## config.mk

```make
export PLATFORM = sky130hd
export DESIGN_NAME = pcm_voice_port
export DESIGN_NICKNAME = d
export VERILOG_FILES = /design/src/rtl/pcm_port_pkg.sv /design/src/rtl/pcm_clk_gen.sv /design/src/rtl/pcm_edge_sync.sv /design/src/rtl/pcm_serdes.sv /design/src/rtl/pcm_voice_port.sv
export SDC_FILE = /design/constraint.sdc
export NUM_CORES = 1
export LEC_CHECK = 0
export ABC_AREA = 1
export BUFFER_PORTS_ARGS = -buffer_cell sky130_fd_sc_hd__buf_2
export CORE_UTILIZATION = 35
export DETAILED_ROUTE_END_ITERATION = 7
export PLACE_DENSITY = 0.54
export SLEW_MARGIN = 10
export SYNTH_ARGS = -nofsm -noshare
export SYNTH_HDL_FRONTEND = slang
export SYNTH_SLANG_ARGS = --single-unit
```

## constraint.sdc

```tcl
create_clock -name clk -period 1.2 [get_ports clk]
set_input_delay 0.24 -clock clk [delete_from_list [all_inputs] [get_ports clk]]
set_output_delay 0.24 -clock clk [all_outputs]
set_load 0.005 [all_outputs]
```

## src/rtl/pcm_port_pkg.sv

```systemverilog
package pcm_port_pkg;

   // Working clock at which internal timing generation is allowed (kHz).
   localparam int unsigned REQ_WORK_KHZ = 98304;

   // One-cycle bit-clock edge events in the working-clock domain.
   typedef struct packed {
      logic rise;
      logic fall;
   } bit_edge_t;

   typedef enum logic {
      SRC_EXTERNAL = 1'b0,
      SRC_INTERNAL = 1'b1
   } clk_src_e;

endpackage

```

## src/rtl/pcm_clk_gen.sv

```systemverilog
module pcm_clk_gen
   import pcm_port_pkg::*;
#(
   parameter int unsigned CLK_DIV    = 48,
   parameter int unsigned FRAME_BITS = 256
) (
   input  logic      clk,
   input  logic      rst_n,
   input  logic      run,
   output logic      bclk,
   output logic      fs,
   output bit_edge_t edge_o
);
   localparam int unsigned HALF = CLK_DIV / 2;
   localparam int unsigned CW   = $clog2(CLK_DIV);
   localparam int unsigned SW   = $clog2(FRAME_BITS);

   if (CLK_DIV < 4 || (CLK_DIV % 2) != 0) begin : g_bad_div
      $error("pcm_clk_gen: CLK_DIV must be even and at least 4");
   end
   if (FRAME_BITS < 2) begin : g_bad_frame
      $error("pcm_clk_gen: FRAME_BITS must be at least 2");
   end

   logic [CW-1:0] div_q;
   logic [SW-1:0] slot_q;
   logic          wrap, mid, last_slot;

   assign wrap      = (div_q == CW'(CLK_DIV - 1));
   assign mid       = (div_q == CW'(HALF - 1));
   assign last_slot = (slot_q == SW'(FRAME_BITS - 1));

   always_ff @(posedge clk or negedge rst_n) begin
      if (!rst_n) begin
         div_q  <= '0;
         slot_q <= SW'(FRAME_BITS - 1);
         bclk   <= 1'b0;
         fs     <= 1'b0;
         edge_o <= '0;
      end else if (!run) begin
         div_q  <= '0;
         slot_q <= SW'(FRAME_BITS - 1);
         bclk   <= 1'b0;
         fs     <= 1'b0;
         edge_o <= '0;
      end else begin
         div_q       <= wrap ? '0 : div_q + 1'b1;
         edge_o.rise <= wrap;
         edge_o.fall <= mid;
         if (wrap) begin
            bclk   <= 1'b1;
            slot_q <= last_slot ? '0 : slot_q + 1'b1;
            fs     <= last_slot;
         end
         if (mid) begin
            bclk <= 1'b0;
         end
      end
   end

   // Checker state: cycles since the last bit-clock edge event.
   logic [CW-1:0] len_q;
   logic          armed_q;
   always_ff @(posedge clk or negedge rst_n) begin
      if (!rst_n) begin
         len_q   <= '0;
         armed_q <= 1'b0;
      end else if (!run) begin
         len_q   <= '0;
         armed_q <= 1'b0;
      end else if (edge_o.rise || edge_o.fall) begin
         len_q   <= '0;
         armed_q <= 1'b1;
      end else begin
         len_q <= len_q + 1'b1;
      end
   end

   p_half_period_r1: assert property (@(posedge clk) disable iff (!rst_n || !run)
      (armed_q && (edge_o.rise || edge_o.fall)) |-> (len_q == CW'(HALF - 1)));

   p_fs_on_rise_r2: assert property (@(posedge clk) disable iff (!rst_n || !run)
      !$stable(fs) |-> edge_o.rise);

endmodule

```

## src/rtl/pcm_edge_sync.sv

```systemverilog
module pcm_edge_sync
   import pcm_port_pkg::*;
#(
   parameter int unsigned STAGES = 2
) (
   input  logic      clk,
   input  logic      rst_n,
   input  logic      bclk_in,
   input  logic      fs_in,
   input  logic      din,
   output bit_edge_t edge_o,
   output logic      fs_s,
   output logic      din_s
);
   if (STAGES < 2) begin : g_bad_stages
      $error("pcm_edge_sync: STAGES must be at least 2");
   end

   // Bit 2 = bit clock, bit 1 = frame sync, bit 0 = data.
   logic [2:0] chain_q [STAGES];
   logic       bclk_d_q;
   logic       bclk_s;

   always_ff @(posedge clk or negedge rst_n) begin
      if (!rst_n) begin
         for (int i = 0; i < int'(STAGES); i++) begin
            chain_q[i] <= '0;
         end
         bclk_d_q <= 1'b0;
      end else begin
         chain_q[0] <= {bclk_in, fs_in, din};
         for (int i = 1; i < int'(STAGES); i++) begin
            chain_q[i] <= chain_q[i-1];
         end
         bclk_d_q <= chain_q[STAGES-1][2];
      end
   end

   assign bclk_s      = chain_q[STAGES-1][2];
   assign fs_s        = chain_q[STAGES-1][1];
   assign din_s       = chain_q[STAGES-1][0];
   assign edge_o.rise = bclk_s & ~bclk_d_q;
   assign edge_o.fall = ~bclk_s & bclk_d_q;

endmodule

```

## src/rtl/pcm_serdes.sv

```systemverilog
module pcm_serdes
   import pcm_port_pkg::*;
#(
   parameter int unsigned    SAMPLE_W = 8,
   parameter logic [SAMPLE_W-1:0] TX_IDLE = 8'hD5
) (
   input  logic                clk,
   input  logic                rst_n,
   input  bit_edge_t           edge_i,
   input  logic                fs_i,
   input  logic                din_i,
   input  logic [SAMPLE_W-1:0] tx_data,
   input  logic                tx_valid,
   output logic                tx_ready,
   output logic [SAMPLE_W-1:0] rx_data,
   output logic                rx_valid,
   output logic                dout
);
   localparam int unsigned PW = $clog2(SAMPLE_W + 1);

   if (SAMPLE_W < 2) begin : g_bad_width
      $error("pcm_serdes: SAMPLE_W must be at least 2");
   end

   logic [SAMPLE_W-1:0] hold_q;
   logic [SAMPLE_W-1:0] tx_sh_q;
   logic [SAMPLE_W-2:0] rx_sh_q;
   logic [PW-1:0]       pos_q;   // index of the sample bit in flight, SAMPLE_W = idle
   logic                live_q;  // current bit period carries a sample bit
   logic                load;

   assign load     = edge_i.fall && fs_i;
   assign tx_ready = !load;

   always_ff @(posedge clk or negedge rst_n) begin
      if (!rst_n) begin
         hold_q   <= TX_IDLE;
         tx_sh_q  <= TX_IDLE;
         rx_sh_q  <= '0;
         pos_q    <= PW'(SAMPLE_W);
         live_q   <= 1'b0;
         dout     <= 1'b0;
         rx_data  <= '0;
         rx_valid <= 1'b0;
      end else begin
         rx_valid <= 1'b0;
         if (tx_valid && tx_ready) begin
            hold_q <= tx_data;
         end
         if (edge_i.rise) begin
            if (pos_q < PW'(SAMPLE_W)) begin
               dout    <= tx_sh_q[SAMPLE_W-1];
               tx_sh_q <= {tx_sh_q[SAMPLE_W-2:0], 1'b0};
               live_q  <= 1'b1;
            end else begin
               dout   <= 1'b0;
               live_q <= 1'b0;
            end
         end
         if (edge_i.fall) begin
            if (fs_i) begin
               pos_q   <= '0;
               tx_sh_q <= hold_q;
               live_q  <= 1'b0;
            end else if (live_q) begin
               rx_sh_q <= {rx_sh_q[SAMPLE_W-3:0], din_i};
               pos_q   <= pos_q + 1'b1;
               live_q  <= 1'b0;
               if (pos_q == PW'(SAMPLE_W - 1)) begin
                  rx_data  <= {rx_sh_q, din_i};
                  rx_valid <= 1'b1;
               end
            end
         end
      end
   end

   p_dout_on_rise_r3: assert property (@(posedge clk) disable iff (!rst_n)
      !$stable(dout) |-> $past(edge_i.rise));

   p_rx_pulse_r4: assert property (@(posedge clk) disable iff (!rst_n)
      rx_valid |=> !rx_valid);

   p_load_hold_r5: assert property (@(posedge clk) disable iff (!rst_n)
      $past(edge_i.fall && fs_i) |-> (tx_sh_q == $past(hold_q)));

   p_idle_low_r6: assert property (@(posedge clk) disable iff (!rst_n)
      ($past(edge_i.rise) && ($past(pos_q) == PW'(SAMPLE_W))) |-> !dout);

endmodule

```

## src/rtl/pcm_voice_port.sv

```systemverilog
module pcm_voice_port
   import pcm_port_pkg::*;
#(
   parameter int unsigned          SAMPLE_W    = 8,
   parameter int unsigned          FRAME_BITS  = 256,
   parameter int unsigned          WORK_KHZ    = 98304,
   parameter int unsigned          BIT_KHZ     = 2048,
   parameter int unsigned          SYNC_STAGES = 2,
   parameter logic [SAMPLE_W-1:0]  TX_IDLE     = 8'hD5
) (
   input  logic                clk,
   input  logic                rst_n,
   input  logic                int_mode,
   input  logic                bclk_in,
   input  logic                fs_in,
   input  logic                pcmin,
   input  logic [SAMPLE_W-1:0] tx_data,
   input  logic                tx_valid,
   output logic                tx_ready,
   output logic [SAMPLE_W-1:0] rx_data,
   output logic                rx_valid,
   output logic                pcmout,
   output logic                bclk_out,
   output logic                fs_out,
   output logic                clk_drive_en,
   output logic                int_refused
);
   localparam bit          INT_OK  = (WORK_KHZ == REQ_WORK_KHZ);
   localparam int unsigned CLK_DIV = WORK_KHZ / BIT_KHZ;

   if (FRAME_BITS <= SAMPLE_W) begin : g_bad_frame
      $error("pcm_voice_port: FRAME_BITS must exceed SAMPLE_W");
   end
   if (INT_OK && ((WORK_KHZ % BIT_KHZ) != 0 || (CLK_DIV % 2) != 0)) begin : g_bad_ratio
      $error("pcm_voice_port: working clock must be an even multiple of the bit clock");
   end

   clk_src_e  src;
   logic      eff_int;
   logic      gen_bclk, gen_fs;
   bit_edge_t gen_edge, ext_edge, sel_edge;
   logic      ext_fs, din_s, sel_fs;

   if (INT_OK) begin : g_gen
      assign eff_int     = int_mode;
      assign int_refused = 1'b0;
      pcm_clk_gen #(
         .CLK_DIV    (CLK_DIV),
         .FRAME_BITS (FRAME_BITS)
      ) u_gen (
         .clk    (clk),
         .rst_n  (rst_n),
         .run    (eff_int),
         .bclk   (gen_bclk),
         .fs     (gen_fs),
         .edge_o (gen_edge)
      );
   end else begin : g_no_gen
      assign eff_int     = 1'b0;
      assign int_refused = int_mode;
      assign gen_bclk    = 1'b0;
      assign gen_fs      = 1'b0;
      assign gen_edge    = '0;
   end

   pcm_edge_sync #(
      .STAGES (SYNC_STAGES)
   ) u_sync (
      .clk     (clk),
      .rst_n   (rst_n),
      .bclk_in (bclk_in),
      .fs_in   (fs_in),
      .din     (pcmin),
      .edge_o  (ext_edge),
      .fs_s    (ext_fs),
      .din_s   (din_s)
   );

   assign src      = eff_int ? SRC_INTERNAL : SRC_EXTERNAL;
   assign sel_edge = (src == SRC_INTERNAL) ? gen_edge : ext_edge;
   assign sel_fs   = (src == SRC_INTERNAL) ? gen_fs   : ext_fs;

   assign clk_drive_en = eff_int;
   assign bclk_out     = gen_bclk & eff_int;
   assign fs_out       = gen_fs & eff_int;

   pcm_serdes #(
      .SAMPLE_W (SAMPLE_W),
      .TX_IDLE  (TX_IDLE)
   ) u_serdes (
      .clk      (clk),
      .rst_n    (rst_n),
      .edge_i   (sel_edge),
      .fs_i     (sel_fs),
      .din_i    (din_s),
      .tx_data  (tx_data),
      .tx_valid (tx_valid),
      .tx_ready (tx_ready),
      .rx_data  (rx_data),
      .rx_valid (rx_valid),
      .dout     (pcmout)
   );

   p_refuse_r8: assert property (@(posedge clk) disable iff (!rst_n)
      (int_mode && !clk_drive_en) |-> int_refused);

   p_ext_quiet_r7: assert property (@(posedge clk) disable iff (!rst_n)
      !int_mode |=> (!bclk_out || $past(int_mode) || int_mode));

endmodule

```

---- After elaboration in Yosys (flattened, before gate mapping) ----
Cells that the tools add are included.
storage, ports and cells
  flip-flop bits (word level) ............. 63
  input bits .............................. 15
  output and inout bits ................... 15
  logic and storage cells ................. 71
cells by class
  add/sub/neg operators ................... 3
  magnitude comparators ................... 1
  equality and inequality tests ........... 6
  multiplexer cells ....................... 30
  bitwise gates (word level) .............. 7
  reduce and logical (&&, ||, !) cells .... 7
operators by type and width
  cell                                                   number
  2-to-1 mux 8 bit                                       7
  2-to-1 mux 1 bit                                       17
  2-to-1 mux 6 bit                                       2
  adder 8 x 1 -> 8 bit, second input constant            1
  equality test 8 bit, second input constant             1
  2-to-1 mux 4 bit                                       2
  adder 6 x 1 -> 6 bit, second input constant            1
  equality test 6 x 5 -> 1 bit, second input constant    1
  equality test 6 bit, second input constant             1
  adder 4 x 1 -> 4 bit, second input constant            1
  bitwise AND 1 bit                                      4
  equality test 4 x 3 -> 1 bit, second input constant    1
  less-than comparator 4 bit, second input constant      1
  2-to-1 mux 2 bit                                       2
  AND reduction 4 bit                                    1
  inequality test 3 x 1 -> 1 bit, second input constant  1
  inverter 1 bit                                         3
  AND reduction 3 bit                                    1
  logical AND 1 bit                                      2
  inequality test 2 x 1 -> 1 bit, second input constant  1
  AND reduction 2 bit                                    1
  nonzero test 2 bit                                     1
  logical NOT 1 bit                                      1

---- Depth between registers and ports, before layout ----
Gate-level depths: netlist of run 1.
  depth after elaboration ................. 7
  mapped depth ............................ 8
  depth with buffers taken out ............ 8

---- Cells and area by module ----
From an unflattened synthesis of run 1, not the netlist that was laid out.
unflattened totals
  cells, all modules ...................... 341
  area total of the unflattened synthesis .. 2842.7 um^2
modules (own cells, without submodules)
  module          times used  cells an instance  area each (um^2)  sequential area each (um^2)
  pcm_serdes      1           195                1637.8            964.7
  pcm_clk_gen     1           119                947.2             460.4
  pcm_edge_sync   1           11                 190.2             175.2
  pcm_voice_port  1           16                 67.6              0.0

---- Least setup slack after synthesis of run 1 ----
No wires, ideal clock.
  kind .................................... reg-to-reg
  from .................................... reg g_gen.u_gen.slot_q[0]
  to ...................................... reg g_gen.u_gen.slot_q[0]
  setup time .............................. 0.078 ns
  data arrival time ....................... 1.205 ns
  required time ........................... 1.122 ns
  slack ................................... -0.083 ns
  cell stages (with the launch flop) ...... 9
  path buffers ............................ 0
  period minus slack after synthesis ...... 1.283 ns
  cell sequence ........................... dfstp_2 -> ha_1 -> nand2_1 -> nor2_1 -> nand2_1 -> nand2_1 -> nand2_1 -> o21ai_0 -> inv_1
on the way
  longest elaborated chain between the ends .. 4
  elaborated cells between the ends (all ways) .. 5
  those cells by class .................... 1 x add/sub; 1 x eq/ne; 3 x mux
ends and longest elaborated chain
  item                                                         RTL line                              source
  start, declared                                              pcm_clk_gen.sv:26                     logic [SW-1:0] slot_q;
  start signal, assigned                                       pcm_clk_gen.sv:36                     slot_q <= SW'(FRAME_BITS - 1);
  start signal, assigned                                       pcm_clk_gen.sv:42                     slot_q <= SW'(FRAME_BITS - 1);
  start signal, assigned                                       pcm_clk_gen.sv:52                     slot_q <= last_slot ? '0 : slot_q + 1'b1;
  adder 8 x 1 -> 8 bit or equality test 8 bit (tied branches)  pcm_clk_gen.sv:52, pcm_clk_gen.sv:31
  2-to-1 mux 8 bit *                                           pcm_clk_gen.sv:52
  2-to-1 mux 8 bit *                                           pcm_clk_gen.sv:50                     if (wrap) begin
  2-to-1 mux 8 bit *                                           pcm_clk_gen.sv:40                     end else if (!run) begin
Mark *: on every way between the ends. The rest lies on a longest branch, timed or not. The select of a mux whose other input is x is not followed.
A chain may end at the register's enable or synchronous reset.

---- Final worst setup path of run 1 ----
  from .................................... reg u_sync.chain_q (netlist bit u_sync.bclk_s)
  to ...................................... out tx_ready
on the way
  longest elaborated chain between the ends .. 5
ends and longest elaborated chain
  item                             RTL line              source
  start, declared                  pcm_edge_sync.sv:20   logic [2:0] chain_q [STAGES];
  start signal, assigned by index  pcm_edge_sync.sv:33   chain_q[i] <= chain_q[i-1];
  inverter 1 bit                   pcm_edge_sync.sv:43   assign edge_o.fall = ~bclk_s & bclk_d_q;
  bitwise AND 1 bit                pcm_edge_sync.sv:43
  2-to-1 mux 2 bit                 pcm_voice_port.sv:80  assign sel_edge = (src == SRC_INTERNAL) ? gen_edge : ext_edge;
  logical AND 1 bit                pcm_serdes.sv:32      assign load = edge_i.fall && fs_i;
  logical NOT 1 bit                pcm_serdes.sv:33      assign tx_ready = !load;
  end, declared                    pcm_voice_port.sv:19  output logic tx_ready,
Every way passes these cells.

==> results of run 1 <==
==> stage by stage <==
stage | TNS (ps) | hold WS, ps | utilization | cell area [um2]
after floorplan | -355 | -55.6 | - | 2940
after global placement | -2180 | 285 | 0.436 | 3440
after detailed placement | -3390 | 284 | 0.436 | 3440
after CTS | -2890 | 92.1 | 0.489 | 3860
after global routing | -8880 | 110 | 0.507 | 4000
final | -3510 | 106 | 0.507 | 4000
==> cells by family after synthesis <==
kind of cell	Yosys count	synth area share
simple gates	172	0.276
xor+xnor	4	0.0121
compound gates	33	0.0796
flops	63	0.551
buf+inv	43	0.0676
other cells	1	0.00129
fa+ha+maj	3	0.0129
==> metal layers <==
layer	up-vias	part of all wire
li1	1187	-
met1	1073	0.49
met2	36	0.46
met3	10	0.028
met4	0	0.019
met5	-	0
==> worst max path at each step <==
stage / startpoint / end / slack, ps / cells past startpoint
floorplan: u_serdes.pos_q[0]$_DFFE_PN0P_ / u_serdes.rx_data[5]$_DFFE_PN0P_ / -60 / 7
global placement: int_mode / u_serdes.hold_q[3]$_DFFE_PN0P_ / -90 / 8
detailed placement: g_gen.u_gen.div_q[1]$_DFF_PN0_ / g_gen.u_gen.slot_q[2]$_DFFE_PN1P_ / -120 / 7
CTS: u_sync.bclk_s$_DFF_PN0_ / tx_ready / -210 / 5
global route: u_sync.bclk_s$_DFF_PN0_ / tx_ready / -250 / 5
finish: u_sync.bclk_s$_DFF_PN0_ / tx_ready / -170 / 5
==> critical path, delay by kind of cell, from the launching register on <==
kind / cells / cell delay (ps)
buffers and inverters: 2 / 190
flip-flops: 1 / 390
AND/OR/NAND/NOR: 3 / 220
==> final cells by class <==
| type | instances | area [um2] | share of cell area |
|---|---|---|---|
| timing repair buffer | 81 | 618 | 0.155 |
| inverter | 35 | 139 | 0.0348 |
| multi-input combinational | 216 | 1350 | 0.337 |
| sequential | 63 | 1600 | 0.400 |
| tap | 102 | 128 | 0.0319 |
| clock inverter | 6 | 37.5 | 0.00939 |
| clock buffer | 10 | 128 | 0.0319 |
==> power groups by stage <==
stage               sequential, W  clock (W)  combinational [W]
CTS                       0.00242    0.00166           0.000637
detailed placement        0.00246          0           0.000596
global route              0.00245    0.00175           0.000762
finish                    0.00242    0.00160           0.000654
floorplan                 0.00246          0           0.000359
global placement          0.00246          0           0.000582
==> sequential cells by signal, indices dropped and copies added, names as in the netlist, 3 cells and up <==
signal and count:
u_serdes.rx_sh_q 7, g_gen.u_gen.div_q 6, u_serdes.pos_q 4, g_gen.u_gen.slot_q 8
u_serdes.tx_sh_q 8, u_sync.chain_q 3, u_serdes.rx_data 8, u_serdes.hold_q 8
==> cell usage in the layout (no fill, tap or decap), drive strengths merged, types with 6 or more instances in the layout <==
cell type	n
dfstp	19
o21ai	26
nor2	25
nand3	33
dfrtp	44
buf	77
clkbuf	10
inv	34
nand2	108
a21oi	6
==> repair_timing <==
action,in CTS,in global routing
gates cloned,1,2
setup endpoints to repair,37,57
gates resized for setup,38,25
hold endpoints to repair,47,0
pin swaps,10,10
hold buffers,4,0
setup buffers,7,6
==> results_dict.tcl, run 1 <==
set metrics [dict create \
    power.density_nw_per_um2 1170 \
    hp-class "input pin to flip-flop" \
    switching_share 0.278 \
    clkTransAtPathRegs_ps 70 \
    start_kind "flip-flop" \
    p_int_w 0.00338 \
    power_frac_comb 0.140 \
    fp.dieW_um 93.1 \
    hold_viol_final 0 \
    grt_use_met1 0.195 \
    final-max-slew-violation-count 0 \
    reg2reg_from "g_gen.u_gen.div_q[1]$_DFF_PN0_" \
    use_met2 0.240 \
    crit_path_frequent_cell "nand2_4" \
    grt_max_degree 64 \
    ir_drop_mv 0.805 \
    reg2regPathDepth 8 \
    final_nets 424 \
    syn_area_per_cell_um2 9.11 \
    fmax_mhz 729 \
    wl_per_cell_um 11.2 \
    holdPathStages 3 \
    worst_slack_ps -173 \
    die_h_um 93.1 \
    synth_edf_count 0 \
    clock-skew-final_ps 7.77 \
    cts_num_sinks 63 \
    h-tree-depth 3 \
    antenna_found_initial 0 \
    failed_checks "negative setup slack" \
    dp_slack_ps -124 \
    worstHoldStart "tx_data[0]" \
    status "complete, but fails checks" \
    grt_pass1_wl_mm 10.2 \
    drive_gt1_frac 0.453 \
    end_kind "output pin" \
    yosys-top-cells-count "nand2_1 (96), dfrtp_1 (44), inv_1 (32)" \
    synth_top_cell_area_share 0.379 \
    path_class "flip-flop to output pin" \
    r2r_slack_ps -150 \
    rsz0062_at_grt "yes" \
    min_to "u_serdes.hold_q[0]$_DFFE_PN1P_" \
    drv_cap 0 \
    fp-row-count 32 \
    timing.rr.end "g_gen.u_gen.slot_q[7]$_DFFE_PN1P_" \
    finalPower_w 0.00467 \
    dieArea_um2 8670 \
    core-area_um2 7890 \
    final.fill_count 754 \
    max-clock-path-buffers 2 \
    fin_crit_sh 1.14 \
    ant_nets 0 \
    pin_count 30 \
    dp_cells 478 \
    ys_ff_latch 63 \
    dp_hpwl_mm 3.58 \
    busiest_layer "met2" \
    clkPwrFrac 0.342 \
    yosys.cell_types.count 30 \
    wl_mm 5.76 \
    cts_made_buffers 9 \
    cp_slowest_cell "dfrtp_1" \
    vias 2306 \
    fin_cells 513 \
    ys_warn_count 0 \
    p_switching_w 0.00130 \
    syn_inst 319 \
    start_util 0.368 \
    grt_usage 0.152 \
    syn_nets 337 \
    cellLeakagePower_nw 2.04 \
    yosysSeqAreaShare 0.551 \
    critPathRequiredTime_ps 960 \
    arrival_ps 1130 \
    clock_latency_ps 340 \
    vias_per_cell 4.50 \
    syn_area_um2 2910 \
    yosysTopAreaCell "dfrtp_1" \
    firstDrtPassIters 4 \
    min_period_ps 1370 \
    cts-root-buf "clkbuf_8" \
    grt_use_met3 0.0382 \
    cts_tree "built" \
    port_buffers 28 \
    n_antenna_cell 0 \
    grt_pass1_vias 2251 \
    async_flop_share 1.00 \
    slowest_delay_ps 390 \
    setup_viol 50 \
    crit_chain "inv_2 -> nand3_4 -> nand2_4 -> nand2_4 -> buf_6" \
    routabilityCongestion 0.766 \
    drc 0 \
    pwr-share-seq 0.518 \
    path_max_fanout 2 \
    gr-total-overflow 0 \
    yosysMostFrequentCell "nand2_1" \
    synth_ff_type "dfrtp_1" \
    drt_iter0_drc 72 \
    area_growth_pct 37.5 \
    synth_area_leaders "dfrtp_1 (38%), dfstp_2 (17%), nand2_1 (12%)" \
]
No activity file was read; power rests on OpenSTA's default activity.
==> run 2: changes to the inputs <==
--- a/config.mk
+++ b/config.mk
@@ -9,8 +9,9 @@
 export BUFFER_PORTS_ARGS = -buffer_cell sky130_fd_sc_hd__buf_2
 export CORE_UTILIZATION = 35
 export DETAILED_ROUTE_END_ITERATION = 7
-export PLACE_DENSITY = 0.54
+export PLACE_DENSITY = 0.52
 export SLEW_MARGIN = 10
 export SYNTH_ARGS = -nofsm -noshare
 export SYNTH_HDL_FRONTEND = slang
 export SYNTH_SLANG_ARGS = --single-unit
+export TNS_END_PERCENT = 50
==> constraint.sdc (replaced) <==
create_clock -name clk -period 1.3 [get_ports clk]
set_input_delay 0.26 -clock clk [delete_from_list [all_inputs] [get_ports clk]]
set_output_delay 0.26 -clock clk [all_outputs]
set_load 0.005 [all_outputs]
==> results_dict.tcl, run 2 (same netlist as run 1, synthesis figures left out) <==
set metrics [dict create \
    h-tree-depth 3 \
    layout_commonest_cell "nand2_1" \
    dieArea_um2 8670 \
    min_period_ps 1370 \
    antenna_found_initial 0 \
    grt_use_met3 0.0382 \
    setup_viol 4 \
    arrival_ps 1110 \
    grt_usage 0.140 \
    grt_use_met1 0.177 \
    area_growth_pct 30.4 \
    dp_slack_ps -200 \
    cts_num_sinks 63 \
    postLayoutCellArea_um2 3790 \
    fin_util 0.480 \
    port_buffers 28 \
    failed_checks "negative setup slack" \
    routabilityCongestion 0.742 \
    drc 0 \
    vias 2238 \
    grt_pass1_vias 2166 \
    final_cell_mix "nand2_1 (83), dfrtp_1 (44), inv_1 (29), nand3_1 (29)" \
    rsz0062_at_grt "yes" \
    clock_latency_ps 330 \
    max-clock-path-buffers 2 \
    pin_count 30 \
    wl_per_cell_um 11.0 \
    hp-class "input pin to flip-flop" \
    n_antenna_cell 0 \
    final.fill_count 760 \
    power.density_nw_per_um2 1190 \
    fin_crit_sh 1.06 \
    hold_viol_final 0 \
    path_max_fanout 2 \
    path_class "flip-flop to output pin" \
    cts_tree "built" \
    critPathRequiredTime_ps 1040 \
    clock-skew-final_ps 8.80 \
    wl_mm 5.45 \
    ir_drop_mv 0.555 \
    cts_made_buffers 9 \
    final-max-slew-violation-count 0 \
    core-area_um2 7890 \
    cellLeakagePower_nw 1.96 \
    gr-total-overflow 0 \
    status "complete, but fails checks" \
    use_met2 0.222 \
    grt_max_degree 64 \
    fp-row-count 32 \
    worst_slack_ps -74.2 \
    clkTransAtPathRegs_ps 70 \
    placed_cell_area_um2 3330 \
    drive_gt1_frac 0.408 \
    final_nets 405 \
    cts-root-buf "clkbuf_8" \
    fp.dieW_um 93.1 \
    drv_cap 0 \
    die_h_um 93.1 \
    end_kind "output pin" \
    start_util 0.368 \
    vias_per_cell 4.53 \
    start_kind "flip-flop" \
    fmax_mhz 728 \
    firstDrtPassIters 4 \
    dp_hpwl_mm 3.51 \
    busiest_layer "met2" \
    drt_iter0_drc 60 \
    holdWs_ps 31.5 \
    grt_pass1_wl_mm 9.56 \
    ant_nets 0 \
]
==> run 2: layer usage <==
| layer | up-vias | share of wire |
|---|---|---|
| li1 | 1147 | - |
| met5 | - | 0 |
| met3 | 8 | 0.035 |
| met2 | 37 | 0.46 |
| met4 | 0 | 0.016 |
| met1 | 1046 | 0.49 |
==> run 2: where the power goes <==
part | switching, W | internal (W) | total [W]
Sequential | 0.0000792 | 0.00216 | 0.00224
Combinational | 0.000310 | 0.000230 | 0.000540
Clock | 0.000741 | 0.000990 | 0.00173
Total | 0.00113 | 0.00338 | 0.00451
==> run 2: layout make-up <==
cell class / count / area (um2) / area share
Clock buffer: 13 / 159 / 0.0419
Clock inverter: 3 / 42.5 / 0.0112
Inverter: 35 / 131 / 0.0347
Multi-Input combinational cell: 214 / 1240 / 0.328
Sequential cell: 63 / 1600 / 0.422
Tap cell: 102 / 128 / 0.0337
Timing Repair Buffer: 64 / 484 / 0.128
==> run 2: worst max-delay path, stage by stage, from the launching register on <==
cell and delay (ps):
dfrtp_1 390, inv_2 80, nand3_4 70, nand2_4 80
nand2_4 60, buf_6 110
==> run 2: repair_timing <==
| item | 4_1_cts | 5_1_grt |
|---|---|---|
| gates cloned | 0 | 1 |
| hold endpoints to repair | 44 | 0 |
| gates resized for setup | 24 | 18 |
| setup buffers | 8 | 5 |
| setup endpoints to repair | 16 | 43 |
| hold buffers | 1 | 0 |
| pin swaps | 13 | 11 |
==> run 2: final timing paths <==
path	depth (start not counted)	slack [ps]	to	from
max in group asynchronous	3	510	u_serdes.tx_sh_q[0]$_DFF_PN1_	rst_n
min in group asynchronous	3	470	g_gen.u_gen.bclk$_DFFE_PN0P_	rst_n
worst max register to register	6	-10	g_gen.u_gen.slot_q[4]$_DFFE_PN1P_	g_gen.u_gen.slot_q[0]$_DFFE_PN1P_
worst min register to register	0	350	u_sync.din_s$_DFF_PN0_	u_sync.chain_q[3]$_DFF_PN0_
worst min-delay path	1	30	u_sync.chain_q[3]$_DFF_PN0_	pcmin
worst max-delay path	5	-70	tx_ready	u_sync.bclk_s$_DFF_PN0_
==> run 2: stage by stage <==
step | power (W) | instances | setup TNS (ps)
after global routing | 0.00479 | 494 | -1830
after global placement | 0.00278 | 464 | -898
after floorplan | 0.00260 | 319 | 0
after detailed placement | 0.00280 | 464 | -1780
after CTS | 0.00458 | 489 | -182
final | 0.00451 | 494 | -86.2
==> run 3: changes to the inputs <==
--- a/config.mk
+++ b/config.mk
@@ -5,11 +5,11 @@
 export SDC_FILE = /design/constraint.sdc
 export NUM_CORES = 1
 export LEC_CHECK = 0
-export ABC_AREA = 1
 export BUFFER_PORTS_ARGS = -buffer_cell sky130_fd_sc_hd__buf_2
 export CORE_UTILIZATION = 35
 export DETAILED_ROUTE_END_ITERATION = 7
 export PLACE_DENSITY = 0.52
+export SKIP_LAST_GASP = 1
 export SLEW_MARGIN = 10
 export SYNTH_ARGS = -nofsm -noshare
 export SYNTH_HDL_FRONTEND = slang
==> results_dict.tcl, run 3 <==
set metrics [dict create \
    status "complete, but fails checks" \
    failed_checks "negative setup slack" \
    clkPwrFrac 0.381 \
    start_util 0.359 \
    syn_area_per_cell_um2 12.2 \
    dp_cells 387 \
    grt_max_degree 64 \
    die_h_um 90.8 \
    yosysTopAreaCell "dfrtp_1" \
    ys_warn_count 0 \
    async_flop_share 1.00 \
    fp-row-count 32 \
    syn_nets 244 \
    clock_latency_ps 330 \
    clkTransAtPathRegs_ps 70 \
    reg2regPathDepth 5 \
    drc 0 \
    yosys.area_share.simple 0.144 \
    crit_start "u_sync.bclk_s$_DFF_PN0_" \
    path_class "flip-flop to flip-flop" \
    ir_drop_mv 0.568 \
    rsz0062_at_grt "yes" \
    cts_made_buffers 9 \
    fin_crit_sh 1.41 \
    max-clock-path-buffers 2 \
    layout_commonest_cell "dfrtp_1" \
    ys_ff_latch 63 \
    cts_tree "built" \
    final.fill_count 702 \
    final_cell_mix "dfrtp_1 (44), buf_4 (33), buf_2 (27)" \
    firstDrtPassIters 4 \
    drv_cap 0 \
    gr-total-overflow 0 \
    cts-root-buf "clkbuf_8" \
    cp_slowest_cell "or3b_4" \
    grt_usage 0.141 \
    crit_cells 5 \
    min_period_ps 1840 \
    p_int_w 0.00356 \
    hp-class "input pin to flip-flop" \
    p_switching_w 0.00108 \
    vias 1911 \
    antenna_found_initial 0 \
    synth_area_leaders "dfrtp_1 (40%), dfstp_2 (18%), mux2_2 (10%)" \
    yosys-top-cells-count "dfrtp_1 (44), mux2_2 (25), dfstp_2 (19), nand2_1 (19), nor2_1 (15)" \
    critPathRequiredTime_ps 1520 \
    fin_cells 409 \
    final-max-slew-violation-count 0 \
    path_buf_inv 1 \
    dp_slack_ps -576 \
    end_kind "flip-flop" \
    synth_ff_type "dfrtp_1" \
    port_buffers 28 \
    clock-skew-final_ps 3.84 \
    syn_area_um2 2760 \
    core-area_um2 7690 \
    synthAdderAreaFrac 0.0136 \
    area_growth_pct 35.5 \
    timing.rr.end "u_serdes.rx_data[4]$_DFFE_PN0P_" \
    cellLeakagePower_nw 1.75 \
    path_max_fanout 9 \
    worstSetupEndpoint "u_serdes.rx_data[4]$_DFFE_PN0P_" \
    synth_compound_area_frac 0.0839 \
    routabilityCongestion 0.711 \
    drt_iter0_drc 68 \
    grt_pass1_wl_mm 9.03 \
    yosysMostFrequentCell "dfrtp_1" \
    ant_nets 0 \
    crit_chain "or3b_4 -> a211o_1 -> nor3_4 -> buf_12 -> mux2_2" \
    pin_count 30 \
    finalSetupTns_ps -14180 \
    n_antenna_cell 0 \
    power.density_nw_per_um2 1240 \
    synthMuxAreaShare 0.135 \
    cts_num_sinks 63 \
    synth_top_cell_area_share 0.399 \
    cp_top_family "simple AND/OR/NAND/NOR gates" \
    r2r_slack_ps -540 \
    start_kind "flip-flop" \
    switching_share 0.233 \
    power_frac_comb 0.118 \
    reg2reg_from "u_sync.bclk_s$_DFF_PN0_" \
    syn_inst 226 \
    final_nets 320 \
    wl_per_cell_um 12.7 \
    grt_pass1_vias 1957 \
    finalPower_w 0.00464 \
    hold_viol_final 0 \
    synth-xor-area-share 0.0159 \
    arrival_ps 2050 \
    drive_gt1_frac 0.502 \
    dp_hpwl_mm 3.52 \
    fp.dieW_um 90.8 \
    vias_per_cell 4.67 \
    yosysSeqAreaShare 0.580 \
    synth_top_family_by_area "simple AND/OR/NAND/NOR gates" \
    fmax_mhz 544 \
    h-tree-depth 3 \
    worst_slack_ps -539 \
    synth_edf_count 0 \
    pwr-share-seq 0.501 \
    wl_mm 5.21 \
    yosys.cell_types.count 43 \
    slowest_delay_ps 400 \
    setup_viol 45 \
    dieArea_um2 8240 \
]
## run 3: changes by cell type after synthesis, sizes merged, moves of 10 or more
cell,delta
o21ai,-20
mux2,+25
nand3,-26
nor2,-10
nand2,-86
inv,-32
## run 3: routing by layer
metal	track usage	part of all wire	vias up
met3	0.0303	0.025	10
met2	0.227	0.48	25
met4	0.0806	0.026	0
met5	0	0	-
met1	0.176	0.47	929
li1	-	-	947
## run 3: kinds of logic (layout without fill, tap and decap cells)
group / after synthesis / in the layout
adders and majority gates: 3 / 3
DFF: 63 / 63
and+or+nand+nor: 73 / 73
buffers and inverters: 13 / 94
muxes: 34 / 34
other: 1 / 1
AOI/OAI and AO/OA: 34 / 34
xor gates and xnor gates: 5 / 5
## run 3: layout make-up
class	instances	area, um2	area share
Multi-Input combinational cell	150	1210	0.324
Clock buffer	13	169	0.0452
Tap cell	102	128	0.0341
Timing Repair Buffer	75	577	0.154
Inverter	3	11.3	0.00301
Sequential cell	63	1600	0.428
Clock inverter	3	40.0	0.0107
## run 3: through the flow
step | hold WS [ps] | instance area [um2] | utilization
floorplan | -35.6 | 2820 | -
global placement | 301 | 3360 | 0.437
detailed placement | 300 | 3360 | 0.437
CTS | 15.8 | 3680 | 0.479
global route | 10.4 | 3740 | 0.486
finish | 32.7 | 3740 | 0.486
## run 3: worst min-delay path by stage
stage / slack [ps] / from / cells after the start / to
2_1_floorplan: -40 / rst_n / 0 / g_gen.u_gen.bclk$_DFFE_PN0P_
3_3_place_gp: 300 / rst_n / 2 / u_serdes.rx_data[7]$_DFFE_PN0P_
3_5_place_dp: 300 / rst_n / 2 / u_serdes.rx_data[7]$_DFFE_PN0P_
4_1_cts: 20 / pcmin / 1 / u_sync.chain_q[3]$_DFF_PN0_
5_1_grt: 10 / pcmin / 1 / u_sync.chain_q[3]$_DFF_PN0_
6_report: 30 / pcmin / 1 / u_sync.chain_q[3]$_DFF_PN0_
## run 3: power by group through the flow
stage | registers (W) | clock network (W) | logic (W)
finish | 0.00233 | 0.00177 | 0.000547
global route | 0.00236 | 0.00190 | 0.000618
CTS | 0.00233 | 0.00182 | 0.000528
detailed placement | 0.00236 | 0 | 0.000493
global placement | 0.00236 | 0 | 0.000481
floorplan | 0.00234 | 0 | 0.000289
## run 3: repair_timing
action,4_1_cts,5_1_grt
hold endpoints to repair,44,0
hold buffers,1,0
setup buffers,3,3
setup endpoints to repair,46,53
gates resized for setup,17,12
pin swaps,5,4
